--- config.mk ---
export PLATFORM = sky130hd
export DESIGN_NAME = spi_flash_cmd_engine
export DESIGN_NICKNAME = d
export VERILOG_FILES = /design/src/rtl/spi_fce_pkg.sv /design/src/rtl/spi_fce_clkgen.sv /design/src/rtl/spi_fce_shifter.sv /design/src/rtl/spi_flash_cmd_engine.sv
export SDC_FILE = /design/constraint.sdc
export NUM_CORES = 1
export LEC_CHECK = 0
export BUFFER_PORTS_ARGS = -buffer_cell sky130_fd_sc_hd__buf_4
export CORE_AREA = 2 2 103 105
export DETAILED_ROUTE_END_ITERATION = 12
export DIE_AREA = 0 0 105 107
export GPL_TIMING_DRIVEN = 0
export PLACE_DENSITY = 0.77
export SYNTH_ARGS = -nofsm -noshare
export SYNTH_HDL_FRONTEND = slang
export SYNTH_HIERARCHICAL = 1
export SYNTH_SLANG_ARGS = --single-unit
--- constraint.sdc ---
create_clock -name clk -period 4.9 [get_ports clk]
set_clock_uncertainty 0.2 [all_clocks]
set_input_delay 0.98 -clock clk [delete_from_list [all_inputs] [get_ports clk]]
set_output_delay 0.98 -clock clk [all_outputs]
set_load 0.01 [all_outputs]
--- src/rtl/spi_fce_pkg.sv ---
package spi_fce_pkg;

    localparam int unsigned OFF_CTRL = 'h40;
    localparam int unsigned OFF_ADDR = 'h44;
    localparam int unsigned OFF_DATA = 'h48;

    localparam int OP_W    = 8;
    localparam int ADR_W   = 24;
    localparam int DAT_W   = 8;
    localparam int FRAME_W = OP_W + ADR_W + DAT_W;
    localparam int CNT_W   = $clog2(FRAME_W + 1);

    typedef enum logic [3:0] {
        PH_OP       = 4'd0,
        PH_OP_DAT   = 4'd1,
        PH_OP_ADR   = 4'd2,
        PH_OP_ADR_D = 4'd3
    } phase_e;

    typedef struct packed {
        logic            start;
        logic            hold;
        logic [3:0]      phase;
        logic [OP_W-1:0] opcode;
    } ctrl_t;

    typedef struct packed {
        ctrl_t            ctrl;
        logic [ADR_W-1:0] addr;
        logic [DAT_W-1:0] data;
        logic             held;
        logic             cs_n;
        logic             capture;
    } eng_t;

    typedef struct packed {
        logic               sclk;
        logic [FRAME_W-1:0] tx;
        logic [DAT_W-1:0]   rx;
        logic [CNT_W-1:0]   left;
    } shift_t;

endpackage

--- src/rtl/spi_fce_clkgen.sv ---
module spi_fce_clkgen #(
    parameter int HALF = 2
) (
    input  logic clk,
    input  logic rst_n,
    input  logic run,
    output logic tick
);
    generate
        if (HALF <= 1) begin : g_every_cycle
            assign tick = run;
        end else begin : g_counter
            localparam int CW = $clog2(HALF);
            logic [CW-1:0] cnt_d, cnt_q;

            always_comb begin
                tick  = run && (cnt_q == CW'(HALF - 1));
                cnt_d = (!run || tick) ? '0 : cnt_q + 1'b1;
            end

            always_ff @(posedge clk or negedge rst_n) begin
                if (!rst_n) cnt_q <= '0;
                else        cnt_q <= cnt_d;
            end
        end
    endgenerate
endmodule

--- src/rtl/spi_fce_shifter.sv ---
module spi_fce_shifter
    import spi_fce_pkg::*;
(
    input  logic               clk,
    input  logic               rst_n,
    input  logic               load,
    input  logic [FRAME_W-1:0] load_word,
    input  logic [CNT_W-1:0]   load_bits,
    input  logic               tick,
    input  logic               miso,
    output logic               sclk,
    output logic               mosi,
    output logic               active,
    output logic               done,
    output logic [DAT_W-1:0]   rx_byte
);
    shift_t sh_d, sh_q;

    always_comb begin
        sh_d = sh_q;
        if (load) begin
            sh_d.sclk = 1'b0;
            sh_d.tx   = load_word;
            sh_d.rx   = '0;
            sh_d.left = load_bits;
        end else if (tick && sh_q.left != '0) begin
            if (!sh_q.sclk) begin
                // rising edge: sample incoming bit
                sh_d.sclk = 1'b1;
                sh_d.rx   = {sh_q.rx[DAT_W-2:0], miso};
            end else begin
                // falling edge: present next outgoing bit
                sh_d.sclk = 1'b0;
                sh_d.tx   = {sh_q.tx[FRAME_W-2:0], 1'b0};
                sh_d.left = sh_q.left - 1'b1;
            end
        end
    end

    always_ff @(posedge clk or negedge rst_n) begin
        if (!rst_n) sh_q <= '0;
        else        sh_q <= sh_d;
    end

    assign sclk    = sh_q.sclk;
    assign mosi    = sh_q.tx[FRAME_W-1];
    assign active  = (sh_q.left != '0);
    assign done    = tick && sh_q.sclk && (sh_q.left == CNT_W'(1));
    assign rx_byte = sh_q.rx;
endmodule

--- src/rtl/spi_flash_cmd_engine.sv ---
module spi_flash_cmd_engine
    import spi_fce_pkg::*;
#(
    parameter int ADDR_W  = 8,
    parameter int CLK_DIV = 4
) (
    input  logic              clk,
    input  logic              rst_n,
    input  logic              reg_wen,
    input  logic [ADDR_W-1:0] reg_addr,
    input  logic [31:0]       reg_wdata,
    output logic [31:0]       reg_rdata,
    output logic              spi_sclk,
    output logic              spi_cs_n,
    output logic              spi_mosi,
    input  logic              spi_miso
);
    localparam int HALF = (CLK_DIV < 2) ? 1 : CLK_DIV / 2;

    eng_t st_d, st_q;

    logic               tick, active, done, load;
    logic [FRAME_W-1:0] load_word;
    logic [CNT_W-1:0]   load_bits;
    logic [DAT_W-1:0]   rx_byte;
    logic               hit_ctrl, hit_addr, hit_data;
    logic [3:0]         new_phase;

    assign hit_ctrl  = (32'(reg_addr) == OFF_CTRL);
    assign hit_addr  = (32'(reg_addr) == OFF_ADDR);
    assign hit_data  = (32'(reg_addr) == OFF_DATA);
    assign new_phase = reg_wdata[11:8];

    always_comb begin
        st_d      = st_q;
        load      = 1'b0;
        load_word = '0;
        load_bits = '0;
        if (st_q.ctrl.start) begin
            if (done) begin
                st_d.ctrl.start = 1'b0;
                st_d.held       = st_q.ctrl.hold;
                st_d.cs_n       = !st_q.ctrl.hold;
                if (st_q.capture) st_d.data = rx_byte;
            end
        end else if (reg_wen) begin
            if (hit_addr) st_d.addr = reg_wdata[ADR_W-1:0];
            if (hit_data) st_d.data = reg_wdata[DAT_W-1:0];
            if (hit_ctrl) begin
                if (reg_wdata == '0) begin
                    st_d.ctrl = '0;
                    st_d.held = 1'b0;
                    st_d.cs_n = 1'b1;
                end else begin
                    st_d.ctrl.start  = reg_wdata[31];
                    st_d.ctrl.hold   = reg_wdata[12];
                    st_d.ctrl.phase  = new_phase;
                    st_d.ctrl.opcode = reg_wdata[OP_W-1:0];
                    if (reg_wdata[31]) begin
                        load      = 1'b1;
                        st_d.cs_n = 1'b0;
                        if (st_q.held) begin
                            load_word    = {st_q.data, {(OP_W + ADR_W){1'b0}}};
                            load_bits    = CNT_W'(DAT_W);
                            st_d.capture = 1'b1;
                        end else begin
                            unique case (new_phase)
                                PH_OP_DAT: begin
                                    load_word    = {reg_wdata[OP_W-1:0], st_q.data, {ADR_W{1'b0}}};
                                    load_bits    = CNT_W'(OP_W + DAT_W);
                                    st_d.capture = 1'b1;
                                end
                                PH_OP_ADR: begin
                                    load_word    = {reg_wdata[OP_W-1:0], st_q.addr, {DAT_W{1'b0}}};
                                    load_bits    = CNT_W'(OP_W + ADR_W);
                                    st_d.capture = 1'b0;
                                end
                                PH_OP_ADR_D: begin
                                    load_word    = {reg_wdata[OP_W-1:0], st_q.addr, st_q.data};
                                    load_bits    = CNT_W'(FRAME_W);
                                    st_d.capture = 1'b1;
                                end
                                default: begin
                                    load_word    = {reg_wdata[OP_W-1:0], {(ADR_W + DAT_W){1'b0}}};
                                    load_bits    = CNT_W'(OP_W);
                                    st_d.capture = 1'b0;
                                end
                            endcase
                        end
                    end
                end
            end
        end
    end

    always_ff @(posedge clk or negedge rst_n) begin
        if (!rst_n) begin
            st_q      <= '0;
            st_q.cs_n <= 1'b1;
        end else begin
            st_q <= st_d;
        end
    end

    always_comb begin
        reg_rdata = '0;
        if (hit_ctrl)
            reg_rdata = {st_q.ctrl.start, 18'b0, st_q.ctrl.hold, st_q.ctrl.phase, st_q.ctrl.opcode};
        else if (hit_addr)
            reg_rdata = {{(32 - ADR_W){1'b0}}, st_q.addr};
        else if (hit_data)
            reg_rdata = {{(32 - DAT_W){1'b0}}, st_q.data};
    end

    spi_fce_clkgen #(.HALF(HALF)) i_clkgen (
        .clk  (clk),
        .rst_n(rst_n),
        .run  (active),
        .tick (tick)
    );

    spi_fce_shifter i_shifter (
        .clk      (clk),
        .rst_n    (rst_n),
        .load     (load),
        .load_word(load_word),
        .load_bits(load_bits),
        .tick     (tick),
        .miso     (spi_miso),
        .sclk     (spi_sclk),
        .mosi     (spi_mosi),
        .active   (active),
        .done     (done),
        .rx_byte  (rx_byte)
    );

    assign spi_cs_n = st_q.cs_n;
endmodule

After elaboration in Yosys (flattened, before gate mapping)
Cells that the tools add are included.
- register bits: 105
- bits in latches: 0
- RAM bits: 0
- memory bits (read-only): 0
- input port bits: 44
- output and inout port bits: 35
- word-level logic and storage cells: 99
- memories: 0
- add/subtract/negate cells: 2
- multiply operators: 0
- div/mod/pow operators: 0
- magnitude comparators: 0
- equal/unequal tests: 10
- shift-type cells: 0
- multiplexer cells: 46
- bitwise logic cells: 2
- reductions and logical operators: 25
- operator list (cell ; number):
    $mux 40 ; 7
    $mux 55 ; 2
    $pmux 32 s3 ; 1
    $mux 49 ; 1
    $mux 24 ; 2
    $mux 6 ; 7
    $logic_not 32->1 ; 1
    $mux 32 ; 1
    $mux 8 ; 4
    $mux 14 ; 2
    $eq 8x7->1 const B ; 3
    $mux 10 ; 2
    $pmux 6 s3 ; 1
    $mux 1 ; 14
    $reduce_and 4->1 ; 3
    $reduce_bool 2->1 ; 6
    $eq 4x2->1 const B ; 2
    $eq 6x1->1 const B ; 1
    $reduce_and 3->1 ; 2
    $reduce_bool 6->1 ; 1
    $sub 6x1->6 const B ; 1
    $reduce_and 5->1 ; 1
    $eq 4x1->1 const B ; 1
    $logic_and 1x1->1 ; 4
    11 further kinds ; 15

Depth between registers and ports, before layout
Gate-level depths: netlist of the first run.
- word-level depth: 9
- mapped depth: 12
- mapped depth without buffers: 10

Modules after synthesis
The synthesis of the first run kept the hierarchy.
- modules (own cells, without submodules) (module ; instances ; cells each ; area each (um^2) ; sequential area each (um^2)):
    spi_flash_cmd_engine ; 1 ; 304 ; 2985.4 ; 1227.4
    spi_fce_shifter ; 1 ; 304 ; 2894.0 ; 1376.3
    spi_fce_clkgen ; 1 ; 3 ; 41.3 ; 25.0

Least setup slack after synthesis of the first run
OpenSTA, ideal clock, no wires.
- kind: input -> register
- from: input reg_addr[2]
- to: register i_shifter/sh_q[15] (netlist name)
- library setup time: 80 ps
- data arrival time: 2927 ps
- required time: 4620 ps
- path slack: 1692 ps
- cell stages on the path: 11
- buffers on the path: 4
- cells stage by stage: buf_2 nor3b_2 nand4_2 clkbuf_1 inv_1 buf_4 clkinv_1 a22oi_2 clkbuf_1 nor2_1 nor3_2
- word-level cells in the longest chain between the ends: 6
- elaborated cells on any way between the ends: 11
- classes of those cells: 1 x eq/ne; 7 x mux; 3 x reduce/logical
- RTL lines (what ; RTL line ; text):
    from (decl) ; spi_flash_cmd_engine.sv:10 ; input logic [ADDR_W-1:0] reg_addr,
    $eq 8x7->1 (*) ; spi_flash_cmd_engine.sv:29 ; assign hit_ctrl = (32'(reg_addr) == OFF_CTRL);
    $mux 1 (*) ; spi_flash_cmd_engine.sv:49 ; if (hit_ctrl) begin
    $mux 1 (*) ; spi_flash_cmd_engine.sv:46 ; end else if (reg_wen) begin
    $mux 1 (*) ; spi_flash_cmd_engine.sv:39 ; if (st_q.ctrl.start) begin
    via load ; spi_flash_cmd_engine.sv:22 ; logic tick, active, done, load;
    $reduce_bool 2->1 (no line) ; -- ;
    $reduce_and 2->1 (no line) ; -- ;
    to (signal assigned) ; spi_fce_shifter.sv:41 ; if (!rst_n) sh_q <= '0;
    to (signal assigned) ; spi_fce_shifter.sv:42 ; else sh_q <= sh_d;
    to (decl) ; spi_fce_shifter.sv:17 ; shift_t sh_d, sh_q;
Mark *: on every way through the listed nets, which the timed path passes. The rest lies on a longest branch.
A chain may end at the register's enable or synchronous reset.

Worst setup path after layout of the first run
- from: input reg_addr[1]
- to: register i_shifter/sh_q[19] (netlist name)
Same word-level chain as after synthesis.

==> results_dict.tcl, run 1 <==
set metrics [dict create \
    status "completed" \
    grt_usage 0.270 \
    setup_tns_ns 0 \
    pwr_density_cell_nw_per_um2 230 \
    firstDrtPassIters 7 \
    fin_nets 747 \
    synth.cell_area_um2 5920 \
    synthArstFlopShare 1.00 \
    path_clk_slew_ns 0.10 \
    routed_wl_mm 14.3 \
    viasPerCell 5.69 \
    antenna_cells 0 \
    fin_crit_sh 0.737 \
    tritoncts "yes" \
    antenna_found_initial 0 \
    postCtsHoldBufs 0 \
    p_leak_nw 3.43 \
    clockBufferDepth 2 \
    min_path_type "primary input to asynchronous set/reset pin" \
    synth-seq-cells 105 \
    max_clock_freq_mhz 277 \
    final_common_cell "nor2_1" \
    cp.required_ns 5.01 \
    dr_total_vias 4784 \
    crit_fanout 10 \
    r2r_cells 10 \
    end_kind "flop" \
    final_antenna_net_count 0 \
    avgRoutedWirePerCell_um 17.0 \
    fin_ws_ns 1.29 \
    cp-start-kind "primary input" \
    die_x_um 105 \
    routabilityCongestion 0.834 \
    worstPathArrival_ns 3.72 \
    root_buffer "clkbuf_8" \
    place_ws_ns 0.919 \
    avgSynthCellArea_um2 9.69 \
    grt_max_degree 106 \
    mostFrequentLayoutCells "nor2_1, dfrtp_1, buf_4, nor4_1, nor3_2" \
    drcViolationCount 0 \
    start_util 0.587 \
    hold_viol 0 \
    slowest_delay_ns 0.49 \
    cts_buffers 9 \
    die-area_um2 11200 \
    yosys_warnings 6 \
    slowest_stage "a22oi_2" \
    rsz0062_at_grt "false" \
    ioPinCount 79 \
    area_delta_synth_final_pct 16.4 \
    ys_seq_area_frac 0.444 \
    drt_iter0_markers 199 \
    path_cells "buf_4 -> nor4_4 -> nand4_2 -> clkbuf_1 -> inv_1 -> buf_4 -> clkinv_1 -> a22oi_2 -> clkbuf_1 -> nor2_1 -> nor3_2" \
    synth_cells 611 \
    setup_viol 0 \
    io_buffers 68 \
    fin_crit_ns 3.61 \
    hpwl_mm 10.9 \
    overflow 0 \
    grt_pass1_wl_mm 23.8 \
    relSlewSlack 0.581 \
    maxCapViolCount 0 \
    clock_latency_ns 0.38 \
    ys_types 49 \
    ir_drop_v 0.000203 \
    slew_violations 0 \
    grt_pass1_vias 4731 \
    path_class "primary input to flop" \
    synth_edf_count 0 \
    numClockSinks 105 \
    core-area_um2 10100 \
    drive_gt1_frac 0.289 \
    cts_resized 0 \
    synth_flop_cell "dfrtp_1" \
    die_h_um 107 \
    fp-row-count 37 \
    worst_slew_pin_slew_ns 0.621 \
    h-tree-depth 3 \
    postCtsSetupBuffers 0 \
]
-- critical path, delay by kind of cell --
family | cells | cell delay, ns
AOI/OAI and AO/OA | 1 | 0.49
buffers and inverters | 6 | 1.33
and+or+nand+nor | 4 | 0.92
-- cells in the mapped netlist (8+ instances only) --
| master | instances | area [µm²] |
|---|---|---|
| and2_1 | 37 | 231 |
| nor4_1 | 48 | 300 |
| nor2_1 | 123 | 462 |
| dfrtp_1 | 104 | 2600 |
| nand2_1 | 17 | 63.8 |
| o21ai_0 | 16 | 80.1 |
| a31oi_1 | 8 | 50.1 |
| and3_1 | 12 | 75.1 |
| clkbuf_1 | 27 | 101 |
| a21oi_1 | 19 | 95.1 |
| mux2_2 | 37 | 417 |
| buf_4 | 21 | 158 |
| mux2i_1 | 30 | 300 |
| nor3_2 | 38 | 380 |
-- metrics by stage --
step	power, W	hold WS [ns]	cell area (µm²)	instances	utilization
2_1_floorplan	0.000933	0.243	5950	620	-
3_3_place_gp	0.000992	0.267	6640	824	0.657
3_5_place_dp	0.000994	0.276	6640	824	0.657
4_1_cts	0.00160	0.299	6860	840	0.680
5_1_grt	0.00165	0.136	6890	841	0.683
6_report	0.00159	0.162	6890	841	0.683
-- flip-flops by register name (all words and copies together), names as in the netlist --
signal / count
i_clkgen/g_counter.cnt_q: 1
i_shifter/mosi: 1
i_shifter/rx_byte: 8
i_shifter/sclk: 1
i_shifter/sh_q: 45
spi_cs_n: 1
st_q: 48
-- metal layers --
metal	global-route usage	up-vias	wire (µm)	share of wire
met3	0.0407	20	714	0.050
met2	0.437	151	7090	0.49
met5	0	-	0	0
met1	0.371	2319	6270	0.44
li1	-	2294	-	-
met4	0.100	0	257	0.018
-- cell families (layout without fill, tap and decap cells) --
group / count (synthesis) / count (layout) / synth area share
XOR/XNOR: 5 / 5 / 0.00740
AND/OR/NAND/NOR: 306 / 306 / 0.301
AO/OA/AOI/OAI: 61 / 61 / 0.0619
adder cells (fa/ha/maj): 3 / 3 / 0.00634
multiplexers: 67 / 67 / 0.121
other: 1 / 10 / 0.000633
buffers and inverters: 63 / 148 / 0.0575
flip-flops: 105 / 105 / 0.444
-- power breakdown --
| group | switching (W) | internal (W) | leakage, nW |
|---|---|---|---|
| Clock | 0.000305 | 0.000304 | 0.113 |
| Sequential | 0.00000532 | 0.000871 | 1.42 |
| Combinational | 0.0000555 | 0.0000470 | 1.90 |
| Total | 0.000365 | 0.00122 | 3.43 |
-- cell type report --
cell class | count | area (µm²)
plain buffers | 58 | 322
multi-input cells | 452 | 2990
repair buffers | 69 | 542
fillers | 825 | 3200
clock buffers | 10 | 138
well taps | 136 | 170
inverters | 5 | 18.8
flip-flops and latches | 105 | 2630
clock inverters | 6 | 90.1
-- path summary, 6_finish.rpt --
path | slack [ns] | startpoint | to
setup / recovery | 1.29 | reg_addr[1] | i_shifter/sh_q[19]
hold / removal | 0.16 | rst_n | i_clkgen/g_counter.cnt_q
setup reg to reg | 1.53 | i_shifter/sh_q[4] | st_q[5]
hold reg to reg | 0.30 | st_q[0] | st_q[0]
max in group asynchronous | 3.64 | rst_n | spi_cs_n
min in group clk | 0.30 | st_q[0] | st_q[0]
Note: power is estimated with default switching activity, not from simulation.
==> run 2: changes to the inputs <==
--- a/config.mk
+++ b/config.mk
@@ -6,11 +6,11 @@
 export NUM_CORES = 1
 export LEC_CHECK = 0
 export BUFFER_PORTS_ARGS = -buffer_cell sky130_fd_sc_hd__buf_4
-export CORE_AREA = 2 2 103 105
+export CORE_AREA = 2 2 105 107
 export DETAILED_ROUTE_END_ITERATION = 12
-export DIE_AREA = 0 0 105 107
+export DIE_AREA = 0 0 107 109
 export GPL_TIMING_DRIVEN = 0
-export PLACE_DENSITY = 0.77
+export PLACE_DENSITY = 0.74
 export SYNTH_ARGS = -nofsm -noshare
 export SYNTH_HDL_FRONTEND = slang
 export SYNTH_HIERARCHICAL = 1
==> constraint.sdc (replaced) <==
create_clock -name clk -period 3.4 [get_ports clk]
set_clock_uncertainty 0.2 [all_clocks]
set_input_delay 0.68 -clock clk [delete_from_list [all_inputs] [get_ports clk]]
set_output_delay 0.68 -clock clk [all_outputs]
set_load 0.01 [all_outputs]
==> results_dict.tcl, run 2 (same netlist as run 1, synthesis figures left out) <==
set metrics [dict create \
    hpwl_mm 11.0 \
    setup_viol 0 \
    die-area_um2 11700 \
    core-area_um2 10600 \
    wl_met2_mm 7.19 \
    drcViolationCount 0 \
    min_path_type "flop to flop" \
    ff2ff_setup_slack_ns 0.35 \
    path_class "primary input to flop" \
    final_area_um2 6940 \
    overflow 0 \
    wl_met3_um 600 \
    routabilityCongestion 0.848 \
    h-tree-depth 3 \
    die_h_um 109 \
    fp-row-count 38 \
    antenna_cells 0 \
    relSlewSlack 0.567 \
    max_clock_freq_mhz 325 \
    firstDrtPassIters 4 \
    cp.required_ns 3.51 \
    final_common_cell "nor2_1" \
    grt_pass1_vias 4736 \
    rsz0062_at_grt "false" \
    mostFrequentLayoutCells "nor2_1, dfrtp_1, buf_4, nor4_1, nor3_2" \
    status "completed" \
    area_delta_synth_final_pct 17.2 \
    r2r-start "i_shifter/sh_q[3]" \
    nFillCells 867 \
    drive_gt1_frac 0.293 \
    end_kind "flop" \
    seqCellArea_um2 2630 \
    grt_usage 0.266 \
    worstPathArrival_ns 3.19 \
    fin_nets 749 \
    root_buffer "clkbuf_8" \
    cts_buffers 9 \
    fin_crit_sh 0.906 \
    dp.cells 828 \
    antenna_found_initial 0 \
    tritoncts "yes" \
    power_w 0.00232 \
    clock_latency_ns 0.38 \
    final_antenna_net_count 0 \
    largest_reg_flops 48 \
    drt_iter0_markers 228 \
    worst_slew_pin_slew_ns 0.649 \
    regMostFlops "st_q" \
    r2r_cells 9 \
    grt_max_degree 106 \
    postPlaceCellArea_um2 6640 \
    ioPinCount 79 \
    hold_depth 1 \
    grt_pass1_wl_mm 23.9 \
    m1WireLength_mm 6.64 \
    timing.rr.end "st_q[8]" \
    maxCapViolCount 0 \
    start_util 0.558 \
    routed_wl_mm 14.7 \
    worstHoldEndpoint "st_q[46]" \
    die_x_um 107 \
    multi_input_area_um2 3000 \
    cp-start-kind "primary input" \
    crit_fanout 10 \
    viasPerCell 5.63 \
    clockBufferDepth 2 \
    avgRoutedWirePerCell_um 17.4 \
    pwr_density_cell_nw_per_um2 335 \
    io_buffers 68 \
    path_clk_slew_ns 0.10 \
    hold_viol 0 \
    slew_violations 0 \
    numClockSinks 105 \
    fin_crit_ns 3.08 \
    top_layer "met4" \
    worstHoldStart "st_q[46]" \
    dr_total_vias 4762 \
    stdcell_count 846 \
    p_leak_nw 3.45 \
    ir_drop_v 0.000288 \
]
-- run 2: stage by stage --
stage	util	worst slack, ns	setup TNS (ns)	hold WS, ns
2_1_floorplan	-	0.492	0	0.184
3_3_place_gp	0.626	-0.189	-5.08	0.267
3_5_place_dp	0.626	-0.276	-7.31	0.291
4_1_cts	0.648	0.0973	0	0.315
5_1_grt	0.654	0.0870	0	0.322
6_report	0.654	0.319	0	0.313
-- run 2: critical path, stage by stage --
cell and delay (ns):
buf_4 0.12, nor4_4 0.45, nand4_4 0.22, clkbuf_1 0.26, inv_1 0.09, buf_4 0.17, clkinv_1 0.23, a22oi_2 0.32
clkbuf_1 0.42, nor2_1 0.10, nor3_2 0.12
-- run 2: how the worst max path moves through the flow --
stage,start,to,slack [ns],cells after the start
after detailed placement,reg_addr[1],i_shifter/sh_q[39],-0.28,11
after floorplan,reg_addr[2],i_shifter/sh_q[23],0.49,11
after CTS,i_shifter/sh_q[3],st_q[8],0.1,9
final,reg_addr[1],i_shifter/sh_q[44],0.32,11
after global routing,reg_addr[1],i_shifter/sh_q[41],0.09,12
after global placement,reg_addr[1],i_shifter/sh_q[17],-0.19,11
-- run 2: area by class of cell --
type,count,area share
timing repair buffer,71,0.0806
buffer,58,0.0467
tap,140,0.0252
clock buffer,9,0.0179
sequential,105,0.379
multi-input combinational,452,0.433
inverter,5,0.00270
clock inverter,6,0.0155
-- run 2: timing repair --
item | in CTS | in global routing
resized for setup | 0 | 6
setup endpoints to repair | 0 | 38
hold buffers | 0 | 1
setup buffers | 0 | 1
endpoints found under the hold margin | 0 | 3
-- run 2: routing by layer --
| metal | up-vias | GRT usage |
|---|---|---|
| li1 | 2292 | - |
| met1 | 2323 | 0.355 |
| met2 | 123 | 0.444 |
| met3 | 24 | 0.0466 |
| met4 | 0 | 0.0844 |
| met5 | - | 0 |
-- run 2: power breakdown --
part / total [W] / internal (W) / switching [W]
logic: 0.000153 / 0.0000686 / 0.0000842
clock network: 0.000908 / 0.000482 / 0.000426
registers: 0.00126 / 0.00126 / 0.00000743
total: 0.00232 / 0.00181 / 0.000517
